File: src/rtl/sumslot_regbank_pkg.sv
package sumslot_regbank_pkg;
  localparam int DEF_ENTRIES = 20;
  localparam int DEF_DATA_W  = 8;

  // levels of a balanced binary tree over n operands
  function automatic int tree_levels(input int n);
    return (n <= 1) ? 1 : $clog2(n);
  endfunction

  // source-entry write to result-slot load, in cycles
  function automatic int pipe_latency(input int n);
    return tree_levels(n) + 1;
  endfunction
endpackage

File: src/rtl/sumslot_tree.sv
module sumslot_tree #(
  parameter int N_OPS  = 19,
  parameter int DATA_W = 8
) (
  input  logic                         clk_i,
  input  logic                         rst_ni,
  input  logic [N_OPS-1:0][DATA_W-1:0] ops_i,
  output logic [DATA_W-1:0]            sum_o
);
  import sumslot_regbank_pkg::*;

  localparam int LEVELS = tree_levels(N_OPS);
  localparam int LEAVES = 1 << LEVELS;

  logic [LEAVES-1:0][DATA_W-1:0] leaf;

  always_comb begin
    leaf = '0;
    leaf[N_OPS-1:0] = ops_i;
  end

  for (genvar k = 1; k <= LEVELS; k++) begin : g_lvl
    localparam int NODES = LEAVES >> k;
    logic [NODES-1:0][DATA_W-1:0]   node_q;
    logic [2*NODES-1:0][DATA_W-1:0] src;

    if (k == 1) begin : g_from_leaf
      assign src = leaf;
    end else begin : g_from_lvl
      assign src = g_lvl[k-1].node_q;
    end

    // sums wrap at DATA_W bits on purpose
    always_ff @(posedge clk_i or negedge rst_ni) begin
      if (!rst_ni) begin
        node_q <= '0;
      end else begin
        for (int n = 0; n < NODES; n++) begin
          node_q[n] <= src[2*n] + src[2*n+1];
        end
      end
    end
  end

  assign sum_o = g_lvl[LEVELS].node_q[0];
endmodule

File: src/rtl/sumslot_store.sv
module sumslot_store #(
  parameter int N_ENTRIES = 20,
  parameter int DATA_W    = 8,
  parameter int ADDR_W    = 5
) (
  input  logic                             clk_i,
  input  logic                             rst_ni,
  input  logic [ADDR_W-1:0]                addr_i,
  input  logic                             wr_en_i,
  input  logic [DATA_W-1:0]                wr_data_i,
  input  logic                             hold_i,
  input  logic [DATA_W-1:0]                sum_i,
  output logic [N_ENTRIES-1:0][DATA_W-1:0] entries_o
);
  localparam int SLOT = N_ENTRIES - 1;

  for (genvar i = 0; i < N_ENTRIES; i++) begin : g_ent
    logic [DATA_W-1:0] ent_q;

    if (i == SLOT) begin : g_slot
      // host writes never reach the slot
      always_ff @(posedge clk_i or negedge rst_ni) begin
        if (!rst_ni)      ent_q <= '0;
        else if (!hold_i) ent_q <= sum_i;
      end
    end else begin : g_host
      always_ff @(posedge clk_i or negedge rst_ni) begin
        if (!rst_ni)                               ent_q <= '0;
        else if (wr_en_i && addr_i == ADDR_W'(i))  ent_q <= wr_data_i;
      end
    end

    assign entries_o[i] = ent_q;
  end
endmodule

File: src/rtl/sumslot_rdport.sv
module sumslot_rdport #(
  parameter int N_ENTRIES = 20,
  parameter int DATA_W    = 8,
  parameter int ADDR_W    = 5
) (
  input  logic                             clk_i,
  input  logic                             rst_ni,
  input  logic [ADDR_W-1:0]                addr_i,
  input  logic                             rd_en_i,
  input  logic [N_ENTRIES-1:0][DATA_W-1:0] entries_i,
  output logic [DATA_W-1:0]                rd_data_o
);
  logic [DATA_W-1:0] sel;

  always_comb begin
    sel = '0;
    for (int i = 0; i < N_ENTRIES; i++) begin
      if (addr_i == ADDR_W'(i)) sel = entries_i[i];
    end
  end

  always_ff @(posedge clk_i or negedge rst_ni) begin
    if (!rst_ni)      rd_data_o <= '0;
    else if (rd_en_i) rd_data_o <= sel;
  end
endmodule

File: src/rtl/sumslot_regbank.sv
module sumslot_regbank #(
  parameter int N_ENTRIES = sumslot_regbank_pkg::DEF_ENTRIES,
  parameter int DATA_W    = sumslot_regbank_pkg::DEF_DATA_W,
  parameter int ADDR_W    = $clog2(N_ENTRIES)
) (
  input  logic              clk_i,
  input  logic              rst_ni,
  input  logic [ADDR_W-1:0] addr_i,
  input  logic              wr_en_i,
  input  logic [DATA_W-1:0] wr_data_i,
  input  logic              rd_en_i,
  output logic [DATA_W-1:0] rd_data_o
);
  localparam int N_OPS = N_ENTRIES - 1;

  logic [N_ENTRIES-1:0][DATA_W-1:0] entries_q;
  logic [DATA_W-1:0]                tree_sum;
  logic [DATA_W-1:0]                slot_val;

  assign slot_val = entries_q[N_ENTRIES-1];

  sumslot_store #(.N_ENTRIES(N_ENTRIES), .DATA_W(DATA_W), .ADDR_W(ADDR_W)) u_store (
    .clk_i     (clk_i),
    .rst_ni    (rst_ni),
    .addr_i    (addr_i),
    .wr_en_i   (wr_en_i),
    .wr_data_i (wr_data_i),
    .hold_i    (rd_en_i),
    .sum_i     (tree_sum),
    .entries_o (entries_q)
  );

  sumslot_tree #(.N_OPS(N_OPS), .DATA_W(DATA_W)) u_tree (
    .clk_i  (clk_i),
    .rst_ni (rst_ni),
    .ops_i  (entries_q[N_OPS-1:0]),
    .sum_o  (tree_sum)
  );

  sumslot_rdport #(.N_ENTRIES(N_ENTRIES), .DATA_W(DATA_W), .ADDR_W(ADDR_W)) u_rdport (
    .clk_i     (clk_i),
    .rst_ni    (rst_ni),
    .addr_i    (addr_i),
    .rd_en_i   (rd_en_i),
    .entries_i (entries_q),
    .rd_data_o (rd_data_o)
  );
endmodule

File: config.mk
export PLATFORM = sky130hd
export DESIGN_NAME = sumslot_regbank
export DESIGN_NICKNAME = d
export VERILOG_FILES = /design/src/rtl/sumslot_regbank_pkg.sv /design/src/rtl/sumslot_tree.sv /design/src/rtl/sumslot_store.sv /design/src/rtl/sumslot_rdport.sv /design/src/rtl/sumslot_regbank.sv
export SDC_FILE = /design/constraint.sdc
export NUM_CORES = 1
export LEC_CHECK = 0
export BUFFER_PORTS_ARGS = -buffer_cell sky130_fd_sc_hd__buf_2
export CAP_MARGIN = 15
export CORE_ASPECT_RATIO = 0.7
export CORE_MARGIN = 2
export CORE_UTILIZATION = 35
export CTS_CLUSTER_DIAMETER = 30
export DETAILED_ROUTE_END_ITERATION = 10
export PLACE_DENSITY = 0.51
export SETUP_SLACK_MARGIN = 0.05
export SLEW_MARGIN = 25
export SYNTH_ARGS = -nofsm -noshare
export SYNTH_HDL_FRONTEND = slang
export SYNTH_HIERARCHICAL = 1
export SYNTH_SLANG_ARGS = --single-unit
File: constraint.sdc
create_clock -name clk_i -period 2.8 [get_ports clk_i]
set_input_delay 0.42 -clock clk_i [delete_from_list [all_inputs] [get_ports clk_i]]
set_output_delay 0.42 -clock clk_i [all_outputs]
set_load 0.01 [all_outputs]
==> flow_summary.toml <==
[run_status]
status = "finished, final reports clean"

[global_routing]
grt_pass1_vias = 12900
grt_remaining_overflow = 0
grt_pass1_wl_um = 83100
grt.total_usage_pct = 20.7
grt_antenna_before_repair = 2
grt_max_degree = 87

[final_layout]
fin_nets = 1851
areaGrowthSynthToFinish_pct = 19.1
drive_above_1_share_pct = 22.1
multi_input_area_sq_um = 9130
seq_area_sq_um = 8410
fill_cells = 4830
antenna_cells = 0
fin_util_pct = 42.4

[routing]
ant_nets = 0
wl_per_cell_um = 22.6
drt-initial-drc-count = 1180
finalWirelength_um = 54800
vias = 13100
drc_errors = 0
dr.pass1.iters = 7
post_drt_via_cell_ratio = 5.42

[yosys]
synth_top_cell_by_area = "dfrtp_1"
synth-edff-count = 0
synth_top_area_share_pct = 46.3
syn_nets = 1772
synth.distinct_cells = 79
synth_area_leaders = "dfrtp_1, mux2_2, ha_1"
synth_area_sq_um = 18100
ys_warn_count = 6
postSynthCellCount = 1611
synth_ff_type = "dfrtp_1"
synth_seq_cells = 336
avgSynthCellArea_sq_um = 11.3
ys_seq_area_share_pct = 46.3
synthArstFlopShare_pct = 100

[critical_path]
crit_arrival_ns = 2.67
critPathLaunchType = "input pin"
cp.required_ns = 3.32
path_class = "in2reg"
crit_fanout = 16
crit_path_end_kind = "flip-flop"

[place]
numPortBuffers = 24
place_hpwl_um = 40800
routabilityCongestion = 0.947

[power]
p_leak_nw = 9.68
vdd_drop_max_uv = 445
p_per_area_nw_per_um2 = 1140

[sta]
rsz0062_at_grt = "no"
fmax_ghz = 0.464
fin_setup_tns_ns = 0
finalMaxSlewViolations = 0
setup_violations = 0
fin_skew_ns = 0.0147
period_share_pct = 77.0
slew_headroom_pct = 36.5
tightest_slew_ns = 0.943
period_minus_slack_ns = 2.16
hold_viol_final = 0

[cts]
cts_setup_buffers = 0
clk_pin_slew_ns = 0.06
cts_tree = "done"
clockBufferDepth = 3
htree_levels = 3
numCtsBuffers = 70
insertion_delay_ns = 0.59
cts_sinks = 336
cts-root-buf = "clkbuf_16"

[die]
core_area_sq_um = 50900
rows = 69
die_w_um = 276
pin_count = 25
start_util_pct = 35.6
die_y_um = 195
fp.dieArea_sq_um = 53700

[worst_hold_path]
hold_path_class = "reg2reg"

[job]
max_cap_viol_count = 0
==> logic make-up (layout without fill, tap and decap cells) <==
group / Yosys count / in the layout / share of synthesized area [%]
AO/OA/AOI/OAI: 407 / 407 / 14.5
flip-flops: 336 / 336 / 46.3
AND/OR/NAND/NOR: 310 / 310 / 9.43
multiplexers: 192 / 192 / 12.2
buffers and inverters: 149 / 285 / 3.34
adder cells (fa/ha/maj): 144 / 144 / 10.7
XOR/XNOR: 73 / 73 / 3.52
==> state kept, by name, indices dropped and copies added (netlist names) <==
| register | flops |
|---|---|
| u_tree/g_lvl.node_q | 160 |
| u_rdport/rd_data_o | 8 |
| u_tree/sum_o | 8 |
| u_store/g_ent.ent_q | 160 |
==> where the power goes <==
group          switching, mW  internal, mW
logic                   4.68          3.77
clock network           2.92          5.30
registers               1.33          6.67
total                   8.93          15.7
==> placed cells by master (no fill, tap or decap), types with 6 or more instances in the layout <==
master and n:
a22oi_1 6, buf_2 23, inv_1 93, dfrtp_1 336
buf_12 6, ha_1 126, a31oi_1 7, o31a_1 19
mux2_2 165, nand2_1 49, a21oi_1 117, clkbuf_1 8
nand3b_1 6, clkbuf_16 70, mux2i_1 15, xnor2_1 54
nor3b_1 7, clkinv_2 7, inv_6 8, o211ai_1 21
nand2_2 8, o21bai_1 18, xor2_1 19, nand2b_1 8
nor2_1 84, a211oi_1 37, mux2_4 8, a41oi_1 17
buf_4 32, clkinvlp_4 9, clkinv_4 7, or4_1 18
nand3_1 29, a21o_1 20, nor3_1 26, fa_1 18
o22ai_1 11, o21a_1 20, nor2b_1 31, o21ai_0 84
==> layout make-up <==
| cell class | instances | area share (%) |
|---|---|---|
| Multi-Input combinational cell | 1126 | 42.3 |
| Sequential cell | 336 | 38.9 |
| Clock buffer | 83 | 8.56 |
| Tap cell | 674 | 3.90 |
| Clock inverter | 46 | 2.45 |
| Timing Repair Buffer | 63 | 2.32 |
| Inverter | 93 | 1.62 |
==> Yosys cell counts, types with 19 or more instances <==
master,count
ha_1,126
clkbuf_1,19
o31a_1,19
nor2_1,84
a21oi_1,117
nor3_1,26
mux2_2,165
nor2b_1,31
o21a_1,20
nand2_1,49
o211ai_1,21
buf_2,21
o21ai_0,84
inv_1,93
a21o_1,20
a211oi_1,37
xor2_1,19
dfrtp_1,336
xnor2_1,54
nand3_1,29
==> routing by layer <==
metal | part of all wire [%] | wire [um] | vias to the layer above | track usage (%)
li1 | - | - | 6109 | -
met5 | 0 | 0 | - | 0
met2 | 36 | 19800 | 405 | 25.4
met1 | 54 | 29500 | 6540 | 33.7
met3 | 8.2 | 4510 | 60 | 6.43
met4 | 1.7 | 927 | 0 | 5.06
==> final timing paths <==
kind                                            start                         end  slack (ns)  cells after the start
hold reg to reg            u_tree/g_lvl[2].node_q[32]  u_tree/g_lvl[3].node_q[16]        0.34                      0
hold / removal             u_tree/g_lvl[2].node_q[32]  u_tree/g_lvl[3].node_q[16]        0.34                      0
min in group asynchronous                      rst_ni   u_tree/g_lvl[3].node_q[5]        0.37                      2
setup reg to reg            u_store/g_ent[8].ent_q[4]       u_rdport/rd_data_o[4]        0.76                      5
setup / recovery                            addr_i[3]       u_rdport/rd_data_o[4]        0.64                      7
max in group asynchronous                      rst_ni  u_tree/g_lvl[2].node_q[32]        1.60                      3
==> worst max-delay path: stages <==
cell      delay [ns]
buf_2           0.28
buf_4           0.29
nand2b_1        0.13
nor4_1          0.79
nor2_1          0.17
o311ai_0        0.37
o211a_1         0.21
==> timing repair <==
action / in CTS / in global routing
hold buffers: 1 / 0
gates resized for setup: 0 / 0
hold endpoints to repair: 48 / 0
==> through the flow <==
step / power (mW) / hold WS [ns] / cell area, sq um / cells / setup slack [ns]
4_1_cts: 24.9 / 0.344 / 21600 / 2421 / 0.830
2_1_floorplan: 13.7 / 0.124 / 18100 / 1611 / 0.755
6_report: 24.7 / 0.343 / 21600 / 2421 / 0.643
3_3_place_gp: 16.4 / 0.333 / 19200 / 2291 / 0.201
3_5_place_dp: 16.4 / 0.335 / 19200 / 2291 / 0.254
5_1_grt: 26.4 / 0.347 / 21600 / 2421 / 0.580
(Power assumes the default switching activity.)
